File: config.mk
export PLATFORM = sky130hd
export DESIGN_NAME = cfg_update_guard
export DESIGN_NICKNAME = d
export VERILOG_FILES = /design/src/rtl/cug_pkg.sv /design/src/rtl/cug_version.sv /design/src/rtl/cug_trailer.sv /design/src/rtl/cug_tag_cmp.sv /design/src/rtl/cfg_update_guard.sv
export SDC_FILE = /design/constraint.sdc
export NUM_CORES = 1
export LEC_CHECK = 0
export BUFFER_PORTS_ARGS = -buffer_cell sky130_fd_sc_hd__buf_2
export CAP_MARGIN = 30
export CORE_AREA = 2 2 217 219
export DETAILED_ROUTE_END_ITERATION = 10
export DIE_AREA = 0 0 219 221
export GPL_TIMING_DRIVEN = 0
export PLACE_DENSITY = 0.8
export SLEW_MARGIN = 25
export SYNTH_ARGS = -nofsm -noshare
export SYNTH_HDL_FRONTEND = slang
export SYNTH_HIERARCHICAL = 1
export SYNTH_SLANG_ARGS = --single-unit
File: constraint.sdc
create_clock -name clk -period 4.1 [get_ports clk]
set_clock_uncertainty 0.05 [all_clocks]
set_input_delay 0.82 -clock clk [delete_from_list [all_inputs] [get_ports clk]]
set_output_delay 0.82 -clock clk [all_outputs]
set_load 0.005 [all_outputs]
File: src/rtl/cug_pkg.sv
package cug_pkg;

    typedef enum logic [2:0] {
        RES_NONE      = 3'd0,
        RES_OK        = 3'd1,
        RES_CMD_BAD   = 3'd2,
        RES_DAT_BAD   = 3'd3,
        RES_EXHAUSTED = 3'd4
    } cug_res_e;

    typedef enum logic [2:0] {
        ST_IDLE,
        ST_TRAILER,
        ST_WAIT,
        ST_CHECK,
        ST_DATA
    } cug_state_e;

    localparam logic [1:0] DOM_CMD = 2'b00;
    localparam logic [1:0] DOM_DAT = 2'b01;

    function automatic int unsigned cug_words(input int unsigned bits, input int unsigned width);
        return (bits + width - 1) / width;
    endfunction

endpackage

File: src/rtl/cug_version.sv
module cug_version #(
    parameter int unsigned          VER_W    = 64,
    parameter logic [VER_W-1:0]     VER_INIT = '0
) (
    input  logic             clk,
    input  logic             rst,
    input  logic             bump,
    output logic [VER_W-1:0] ver_q,
    output logic [VER_W-1:0] ver_cand,
    output logic             at_max
);

    assign ver_cand = ver_q + 1'b1;
    assign at_max   = &ver_q;

    always_ff @(posedge clk) begin
        if (rst) begin
            ver_q <= VER_INIT;
        end else if (bump && !at_max) begin
            ver_q <= ver_cand;
        end
    end

endmodule

File: src/rtl/cug_trailer.sv
module cug_trailer
    import cug_pkg::*;
#(
    parameter int unsigned DATA_W = 32,
    parameter int unsigned VER_W  = 64
) (
    input  logic              clk,
    input  logic              rst,
    input  logic              load,
    input  logic [1:0]        dom,
    input  logic [VER_W-1:0]  cand,
    input  logic              shift,
    output logic [DATA_W-1:0] word,
    output logic              is_last
);

    localparam int unsigned TRL_N    = cug_words(VER_W + 2, DATA_W);
    localparam int unsigned TRL_BITS = TRL_N * DATA_W;
    localparam int unsigned CNT_W    = $clog2(TRL_N + 1);

    logic [TRL_BITS-1:0] sr;
    logic [CNT_W-1:0]    cnt;

    assign word    = sr[TRL_BITS-1 -: DATA_W];
    assign is_last = (cnt == CNT_W'(1));

    generate
        if (TRL_N == 1) begin : g_single
            always_ff @(posedge clk) begin
                if (rst) begin
                    sr  <= '0;
                    cnt <= '0;
                end else if (load) begin
                    sr              <= '0;
                    sr[VER_W+1:0]   <= {dom, cand};
                    cnt             <= CNT_W'(1);
                end else if (shift) begin
                    cnt <= '0;
                end
            end
        end else begin : g_multi
            always_ff @(posedge clk) begin
                if (rst) begin
                    sr  <= '0;
                    cnt <= '0;
                end else if (load) begin
                    sr              <= '0;
                    sr[VER_W+1:0]   <= {dom, cand};
                    cnt             <= CNT_W'(TRL_N);
                end else if (shift && cnt != '0) begin
                    sr  <= sr << DATA_W;
                    cnt <= cnt - 1'b1;
                end
            end
        end
    endgenerate

endmodule

File: src/rtl/cug_tag_cmp.sv
module cug_tag_cmp #(
    parameter int unsigned TAG_W = 128
) (
    input  logic             clk,
    input  logic             rst,
    input  logic             sample,
    input  logic [TAG_W-1:0] calc,
    input  logic [TAG_W-1:0] expect_tag,
    output logic             match_q
);

    always_ff @(posedge clk) begin
        if (rst) begin
            match_q <= 1'b0;
        end else if (sample) begin
            match_q <= (calc == expect_tag);
        end
    end

endmodule

File: src/rtl/cfg_update_guard.sv
module cfg_update_guard
    import cug_pkg::*;
#(
    parameter int unsigned          CMD_W      = 32,
    parameter int unsigned          DATA_W     = 32,
    parameter int unsigned          TAG_W      = 128,
    parameter int unsigned          VER_W      = 64,
    parameter logic [VER_W-1:0]     VER_INIT   = '0,
    parameter int unsigned          OPC_W      = 8,
    parameter logic [OPC_W-1:0]     UPDATE_OPC = 8'hC1
) (
    input  logic              clk,
    input  logic              rst,
    input  logic              req_valid,
    input  logic [CMD_W-1:0]  req_cmd,
    input  logic [TAG_W-1:0]  req_tag,
    input  logic              dat_valid,
    output logic              dat_ready,
    input  logic [DATA_W-1:0] dat_word,
    input  logic              dat_last,
    input  logic [TAG_W-1:0]  dat_tag,
    output logic              mac_start,
    output logic              mac_valid,
    output logic [DATA_W-1:0] mac_word,
    output logic              mac_last,
    input  logic              mac_done,
    input  logic [TAG_W-1:0]  mac_result,
    output logic [VER_W-1:0]  ver_q,
    output logic              commit_we,
    output logic              done,
    output logic [2:0]        result,
    output logic              integ_fail
);

    cug_state_e       state;
    cug_res_e         res_q;
    logic             phase;
    logic             first;
    logic [TAG_W-1:0] cmd_tag_q;
    logic [TAG_W-1:0] dat_tag_q;

    logic              is_upd;
    logic              at_max;
    logic [VER_W-1:0]  ver_cand;
    logic              ver_bump;
    logic              trl_load;
    logic [1:0]        trl_dom;
    logic              trl_shift;
    logic [DATA_W-1:0] trl_word;
    logic              trl_last;
    logic              cmp_sample;
    logic [TAG_W-1:0]  cmp_expect;
    logic              match_q;

    assign is_upd     = (req_cmd[CMD_W-1 -: OPC_W] == UPDATE_OPC);
    assign dat_ready  = (state == ST_DATA);
    assign result     = res_q;

    assign trl_load   = ((state == ST_IDLE) && req_valid && is_upd && !at_max) ||
                        ((state == ST_DATA) && dat_valid && dat_last);
    assign trl_dom    = (state == ST_DATA) ? DOM_DAT : DOM_CMD;
    assign trl_shift  = (state == ST_TRAILER);
    assign cmp_sample = (state == ST_WAIT) && mac_done;
    assign cmp_expect = phase ? dat_tag_q : cmd_tag_q;
    assign ver_bump   = (state == ST_CHECK) && phase && match_q;

    cug_version #(
        .VER_W    (VER_W),
        .VER_INIT (VER_INIT)
    ) u_version (
        .clk      (clk),
        .rst      (rst),
        .bump     (ver_bump),
        .ver_q    (ver_q),
        .ver_cand (ver_cand),
        .at_max   (at_max)
    );

    cug_trailer #(
        .DATA_W (DATA_W),
        .VER_W  (VER_W)
    ) u_trailer (
        .clk     (clk),
        .rst     (rst),
        .load    (trl_load),
        .dom     (trl_dom),
        .cand    (ver_cand),
        .shift   (trl_shift),
        .word    (trl_word),
        .is_last (trl_last)
    );

    cug_tag_cmp #(
        .TAG_W (TAG_W)
    ) u_cmp (
        .clk        (clk),
        .rst        (rst),
        .sample     (cmp_sample),
        .calc       (mac_result),
        .expect_tag (cmp_expect),
        .match_q    (match_q)
    );

    always_ff @(posedge clk) begin
        if (rst) begin
            state      <= ST_IDLE;
            res_q      <= RES_NONE;
            phase      <= 1'b0;
            first      <= 1'b0;
            cmd_tag_q  <= '0;
            dat_tag_q  <= '0;
            mac_start  <= 1'b0;
            mac_valid  <= 1'b0;
            mac_last   <= 1'b0;
            mac_word   <= '0;
            done       <= 1'b0;
            commit_we  <= 1'b0;
            integ_fail <= 1'b0;
        end else begin
            mac_start <= 1'b0;
            mac_valid <= 1'b0;
            mac_last  <= 1'b0;
            done      <= 1'b0;
            commit_we <= 1'b0;
            unique case (state)
                ST_IDLE: begin
                    if (req_valid && is_upd) begin
                        if (at_max) begin
                            res_q      <= RES_EXHAUSTED;
                            integ_fail <= 1'b0;
                            done       <= 1'b1;
                        end else begin
                            cmd_tag_q              <= req_tag;
                            phase                  <= 1'b0;
                            mac_start              <= 1'b1;
                            mac_valid              <= 1'b1;
                            mac_word               <= '0;
                            mac_word[CMD_W-1:0]    <= req_cmd;
                            state                  <= ST_TRAILER;
                        end
                    end
                end
                ST_TRAILER: begin
                    mac_valid <= 1'b1;
                    mac_word  <= trl_word;
                    mac_last  <= trl_last;
                    if (trl_last) begin
                        state <= ST_WAIT;
                    end
                end
                ST_WAIT: begin
                    if (mac_done) begin
                        state <= ST_CHECK;
                    end
                end
                ST_CHECK: begin
                    if (!match_q) begin
                        res_q      <= phase ? RES_DAT_BAD : RES_CMD_BAD;
                        integ_fail <= 1'b1;
                        done       <= 1'b1;
                        state      <= ST_IDLE;
                    end else if (!phase) begin
                        phase <= 1'b1;
                        first <= 1'b1;
                        state <= ST_DATA;
                    end else begin
                        res_q      <= RES_OK;
                        integ_fail <= 1'b0;
                        done       <= 1'b1;
                        commit_we  <= 1'b1;
                        state      <= ST_IDLE;
                    end
                end
                ST_DATA: begin
                    if (dat_valid) begin
                        mac_valid <= 1'b1;
                        mac_start <= first;
                        mac_word  <= dat_word;
                        first     <= 1'b0;
                        if (dat_last) begin
                            dat_tag_q <= dat_tag;
                            state     <= ST_TRAILER;
                        end
                    end
                end
                default: state <= ST_IDLE;
            endcase
        end
    end

endmodule

=== After elaboration in Yosys (flattened, before gate mapping) ===
Index checks and enable logic that the tools add are counted.

* Equality and inequality tests: 17
* Bitwise operators: 4
* Muxes and demuxes: 49
* Reductions and logical operators: 30
* $add $sub $neg: 2

{| class="wikitable"
|+ Operators with widths
! cell !! count
|-
| $mux W66 || 2
|-
| $eq A128 B128 Y1 || 1
|-
| $mux W128 || 1
|-
| $mux W32 || 3
|-
| $pmux W32 S3 || 1
|-
| $add A64 B1 Y64 const B || 1
|-
| $reduce_and A64 Y1 || 1
|-
| $mux W3 || 12
|-
| $mux W1 || 20
|-
| $reduce_and A4 Y1 || 4
|-
| $pmux W3 S5 || 1
|-
| $logic_and A1 B1 Y1 || 11
|-
| $ne A2 B2 Y1 const B || 5
|-
| $pmux W1 S2 || 5
|-
| $eq A8 B8 Y1 const B || 1
|-
| $ne A2 B1 Y1 const B || 4
|-
| $reduce_bool A2 Y1 || 4
|-
| $eq A3 B2 Y1 const B || 2
|-
| $pmux W3 S2 || 1
|-
| $reduce_and A3 Y1 || 2
|-
| $reduce_and A6 Y1 || 1
|-
| $mux W2 || 2
|-
| $not A1 Y1 || 4
|-
| $reduce_or A2 Y1 || 2
|-
| other kinds (11) || 11
|}

* Register bits after elaboration: 465
* Logic and storage cells: 120
* Input bits: 454
* Output and inout port bits: 106

=== Logic depth before layout (Yosys ltp) ===
* Depth in word-level cells: 6
* Mapped depth: 17
* Depth with buffers taken out: 11

=== By module ===
The synthesis kept the hierarchy.

{| class="wikitable"
|+ By module, submodules not included
! module !! times used !! area each (um^2) !! sequential area each (um^2) !! cells an instance
|-
| cfg_update_guard || 1 || 13456.7 || 6025.8 || 1698
|-
| cug_trailer || 1 || 4322.9 || 1961.9 || 510
|-
| cug_version || 1 || 4276.6 || 1281.2 || 551
|-
| cug_tag_cmp || 1 || 1645.3 || 20.0 || 234
|}

=== Least setup slack after synthesis ===
Ideal clock, no wire load.

* Path kind: flip-flop to flip-flop
* Start: register u_version.ver_q[49]
* End: register u_trailer.sr[37]
* Path buffers: 7
* Setup slack: 593 ps
* Data arrival time: 3353 ps
* Cell stages (with the launch flop): 17
* Required time: 3946 ps
* Setup time: 104 ps
* Period minus slack after synthesis: 3507 ps
* Cells stage by stage: dfxtp_1 buf_2 and4_1 and2_1 clkbuf_1 nand4_1 nor2_1 or4_4 or4_1 clkbuf_1 buf_6 buf_6 nand2_1 buf_2 buf_2 nor3_1 a2111oi_2

* Word-level cells in the longest chain between the ends: 5
* Elaborated cells between the ends (all ways): 6
* Those cells by class: mux (1); reduce/logical (5)

{| class="wikitable"
|+ Ends and longest elaborated chain
! element !! RTL line !! RTL
|-
| start, declared || cug_version.sv:8 || <nowiki>output logic [VER_W-1:0] ver_q,</nowiki>
|-
| start signal, assigned || cug_version.sv:20 || <nowiki>ver_q <= ver_cand;</nowiki>
|-
| $reduce_and A64 Y1 * || cug_version.sv:14 || <nowiki>assign at_max = &ver_q;</nowiki>
|-
| named net at_max || cfg_update_guard.sv:43 || <nowiki>logic at_max;</nowiki>
|-
| $logic_not A1 Y1 * || cfg_update_guard.sv:59 || <nowiki>assign trl_load = ((state == ST_IDLE) && req_valid && is_upd && !at_max) ||</nowiki>
|-
| $logic_and A1 B1 Y1 * || cfg_update_guard.sv:59 ||
|-
| $logic_or A1 B1 Y1 * || cfg_update_guard.sv:59 ||
|-
| named net trl_load || cfg_update_guard.sv:46 || <nowiki>logic trl_load;</nowiki>
|-
| $mux W66 / $reduce_bool A2 Y1 (equally long branches) || n/a ||
|-
| end signal, assigned by index || cug_trailer.sv:48 || <nowiki>sr[VER_W+1:0] <= {dom, cand};</nowiki>
|-
| end signal, assigned || cug_trailer.sv:51 || <nowiki>sr <= sr << DATA_W;</nowiki>
|-
| end, declared || cug_trailer.sv:21 || <nowiki>logic [TRL_BITS-1:0] sr;</nowiki>
|}

Mark *: on every way through the listed nets, which the timed path passes. The rest lies on a longest branch.
A chain may end at the register's enable or synchronous reset.

=== Worst setup path in the final report ===
* Start: register phase
* End: register u_cmp.match_q

* Word-level cells in the longest chain between the ends: 2

{| class="wikitable"
|+ Ends and longest elaborated chain
! element !! RTL line !! RTL
|-
| start, declared || cfg_update_guard.sv:37 || <nowiki>logic phase;</nowiki>
|-
| start signal, assigned || cfg_update_guard.sv:108 || <nowiki>phase <= 1'b0;</nowiki>
|-
| start signal, assigned || cfg_update_guard.sv:134 || <nowiki>phase <= 1'b0;</nowiki>
|-
| start signal, assigned || cfg_update_guard.sv:163 || <nowiki>phase <= 1'b1;</nowiki>
|-
| $mux W128 || cfg_update_guard.sv:64 || <nowiki>assign cmp_expect = phase ? dat_tag_q : cmd_tag_q;</nowiki>
|-
| named net cmp_expect[65] || cfg_update_guard.sv:52 || <nowiki>logic [TAG_W-1:0] cmp_expect;</nowiki>
|-
| $eq A128 B128 Y1 || cug_tag_cmp.sv:16 || <nowiki>match_q <= (calc == expect_tag);</nowiki>
|-
| end signal, assigned || cug_tag_cmp.sv:16 ||
|-
| end, declared || cug_tag_cmp.sv:9 || <nowiki>output logic match_q</nowiki>
|}

The timed path passes the listed nets, and every way through them passes these cells.

==> summary.txt <==
Worst setup path
  • CP peak stage delay: 0.90 ns
  • Startpoint types: flop
  • Worst EP required: 4.59 ns
  • Slowest stage cell on the critical path: nor4_1
  • Crit Path Max Fanout: 10
  • R2R depth: 8
  • R2r startpoint: phase
  • Data arrival, critical path: 4.50 ns
  • Crit Path Class: flop to flop
  • Reg-to-reg endpoint: u_cmp/match_q
  • Cell chain of the critical path: clkbuf_2 > clkbuf_1 > mux2_2 > xor2_1 > nor4_1 > nand3_1 > nor3_1 > a22o_1
  • Crit end category: flop
  • R2R Setup Slk: 0.09 ns

Layout
  • Fin cells: 4286
  • Area grow syn2layout: 23.2%
  • Multi-input logic area: 12800 um^2
  • Fill count: 4253
  • Finished Cell Area: 29200 um^2
  • Layout cells sized above 1: 26.9%
  • Register area: 9290 um^2
  • Most common cell after layout, fill and taps aside: nand2_1
  • Most frequent cells in the layout: 724 x nand2_1, 622 x buf_2, 463 x dfxtp_1, 361 x a21oi_1, 145 x clkbuf_1
  • Total Nets Final: 4067

Die
  • Die width: 219 um
  • I/O pin total: 560
  • Cell Rows: 79
  • Core area: 46100 um^2
  • Initial Util: 51.5%
  • Die area: 48400 um^2
  • Die height: 221 um

Synth
  • Mapped Nets: 3450
  • Sequential-to-total area share from yosys stat: 39.2%
  • Yosys reg bits: 464
  • Synth Area per Inst: 7.92 um^2
  • Predominant post-synthesis flop cell: dfxtp_1
  • Post-synth EDFFs: 0
  • Distinct cell type count of the synthesized netlist: 76
  • Synth Warn #: 6
  • Post-Syn Area: 23700 um^2
  • Ys async rst share: 0%
  • Synthesized instance count: 2993

Timing
  • Tmin final: 4.01 ns
  • Tcrit/Tclk final: 97.7%
  • Worst Max-Slew Pin Slew: 1.06 ns
  • RSZ-0062 raised after global routing: false
  • Max Slew Vio Count: 0
  • Final setup viols: 0
  • Setup TNS: 0 ns
  • Peak Freq: 250 MHz
  • Count of final hold-check violations: 0
  • Relative slew slack: 28.5%

Global route
  • Initial antenna violation count: 37
  • Grt ovf: 0
  • Largest net degree at the start of global routing: 17
  • Total GRT Usage: 38.1%
  • Global-route wire length before repair: 140000 um
  • Vias in the first global route: 22800

Drt
  • Post-route ant nets: 0
  • DR WL/cell: 22.5 um
  • DR DRC count: 0
  • Total Wirelength: 96500 um
  • Vias/cell: 5.80
  • Pre-antenna DRT Iters: 5
  • Drt initial violations: 2600
  • Vias: 24900

Place
  • Dpl hpwl: 75400 um
  • Post-Place Cells: 4159
  • Number of buffers added on ports: 559
  • Gpl congestion: 1.00
  • Placed cell area: 27300 um^2

Clock network
  • Clk root buf: clkbuf_16
  • Clock-pin slew on the worst setup and hold paths: 0.06 ns
  • Num CTS Buffers: 50
  • Clock sink count: 464
  • TritonCTS clock tree: yes
  • H-tree level count: 2
  • Maximum root-to-sink buffer count: 3
  • Skew-Pair Late Insertion Delay: 0.61 ns

Power
  • Leak pwr: 11.5 nW
  • Max VDD drop: 374 uV
  • Combinational power share: 5.7%
  • Cell internal pwr: 7.52 mW
  • Cell Pwr Density: 335 nW/um^2
  • Switch share: 23.1%
  • Clock Power Share: 48.1%
  • Seq pwr share: 46.2%
  • Sw power: 2.26 mW

Min path
  • Hold Path End: cmd_tag_q[87]
  • Worst hold path type: flop to flop
  • Hold depth: 2
  • HP Start: cmd_tag_q[87]

Job
  • Max Cap Viol: 0

Run status
  • Status: completed
## synthesized netlist by cell type (4+ instances only)
cell type | n | area [um^2]
mux2_2 | 133 | 1500
mux2i_1 | 33 | 330
a21oi_1 | 361 | 1810
a22o_1 | 8 | 70.1
or4_1 | 12 | 90.1
a31oi_1 | 6 | 37.5
and3_1 | 12 | 75.1
o2bb2ai_1 | 7 | 61.3
nand2b_1 | 12 | 75.1
a2111oi_2 | 35 | 526
nand3_1 | 56 | 280
or2_2 | 4 | 25.0
a2111oi_0 | 6 | 52.6
buf_1 | 5 | 18.8
inv_1 | 95 | 357
and4_1 | 17 | 149
nand4_1 | 43 | 269
dfxtp_1 | 464 | 9290
nor3b_1 | 32 | 240
nand3b_1 | 4 | 30.0
o21ai_0 | 51 | 255
o211ai_1 | 35 | 263
nor4_1 | 32 | 200
nor3_1 | 87 | 435
nor2b_1 | 19 | 119
or3_1 | 15 | 93.8
nor2_1 | 131 | 492
buf_6 | 12 | 135
o2111ai_1 | 38 | 333
clkbuf_1 | 141 | 529
a211oi_1 | 9 | 67.6
xor2_1 | 68 | 596
nand2_1 | 724 | 2720
and2_1 | 5 | 31.3
buf_2 | 65 | 325
xnor2_1 | 96 | 841
o22ai_1 | 19 | 119
buf_4 | 40 | 300
o31ai_1 | 13 | 97.6
## registers in the layout (all words and copies together) (netlist names), 2 cells and up
name and flops:
cmd_tag_q 128, dat_tag_q 128, mac_word 32, result 3, state 3, u_trailer/cnt 2, u_trailer/sr 96, u_version/ver_q 64
## critical path: cells and delay by family, from the launching register on
family	cells	cell delay, ns
AND/OR/NAND/NOR	3	1.51
buffers and inverters	2	1.05
flip-flops	1	0.53
multiplexers	1	0.43
AO/OA/AOI/OAI	1	0.19
XOR/XNOR	1	0.18
## power groups by stage
stage	clock network, mW	registers, mW	logic [mW]
after floorplan	0	4.61	0.172
after global placement	0	4.61	0.540
after detailed placement	0	4.61	0.536
after CTS	4.74	4.51	0.540
after global routing	4.91	4.51	0.589
final	4.71	4.51	0.560
## cell families (layout without fill, tap and decap cells)
group                    count (synthesis)  in the layout  share of synthesized area, %
buffers and inverters                  361           1017                          7.08
XOR/XNOR                               164            164                          6.06
multiplexers                           166            166                          7.71
adder cells (fa/ha/maj)                  3              3                         0.158
other                                    1             31                        0.0158
AO/OA/AOI/OAI                          608            608                          16.3
AND/OR/NAND/NOR                       1226           1226                          23.5
flip-flops                             464            464                          39.2
## final cells by class
type,instances,area share [%]
antenna,30,0.257
buffer,262,4.52
clock buffer,72,4.98
clock inverter,19,0.801
inverter,97,1.25
multi-input combinational,2168,44.0
sequential,464,31.8
tap,607,2.60
timing repair buffer,567,9.78
## metrics by stage
| stage | hold slack [ns] | utilization (%) | setup slack, ns | power [mW] |
|---|---|---|---|---|
| after global placement | 0.386 | 59.2 | -0.669 | 5.15 |
| after detailed placement | 0.391 | 59.2 | -0.660 | 5.15 |
| after floorplan | 0.379 | - | 0.593 | 4.78 |
| final | 0.399 | 63.4 | 0.0934 | 9.78 |
| after CTS | 0.375 | 63.1 | 0.0206 | 9.79 |
| after global routing | 0.404 | 63.4 | 0.0103 | 10.0 |
## routing by layer
layer  global-route usage (%)  up-vias  part of all wire (%)
li1                         -    11500                     -
met1                     53.0    11600                    42
met2                     55.8     1438                    42
met3                     10.6      245                    12
met4                     14.5       10                   4.2
met5                        0        -                 0.078
## what timing repair did
action	4_1_cts	5_1_grt
gates resized for setup	21	10
setup endpoints to repair	99	97
buffers inserted	2	3
hold buffers	0	0
pin swaps	2	2
## how the worst max path moves through the flow
stage	start	endpoint	cells after the start
after detailed placement	phase	u_cmp/match_q	10
after global placement	phase	u_cmp/match_q	10
after global routing	u_version/ver_q[49]	u_trailer/sr[63]	15
after floorplan	u_version/ver_q[49]	u_trailer/sr[37]	16
final	phase	u_cmp/match_q	8
after CTS	u_version/ver_q[49]	u_trailer/sr[61]	16
Note: power is estimated with default switching activity, not from simulation.
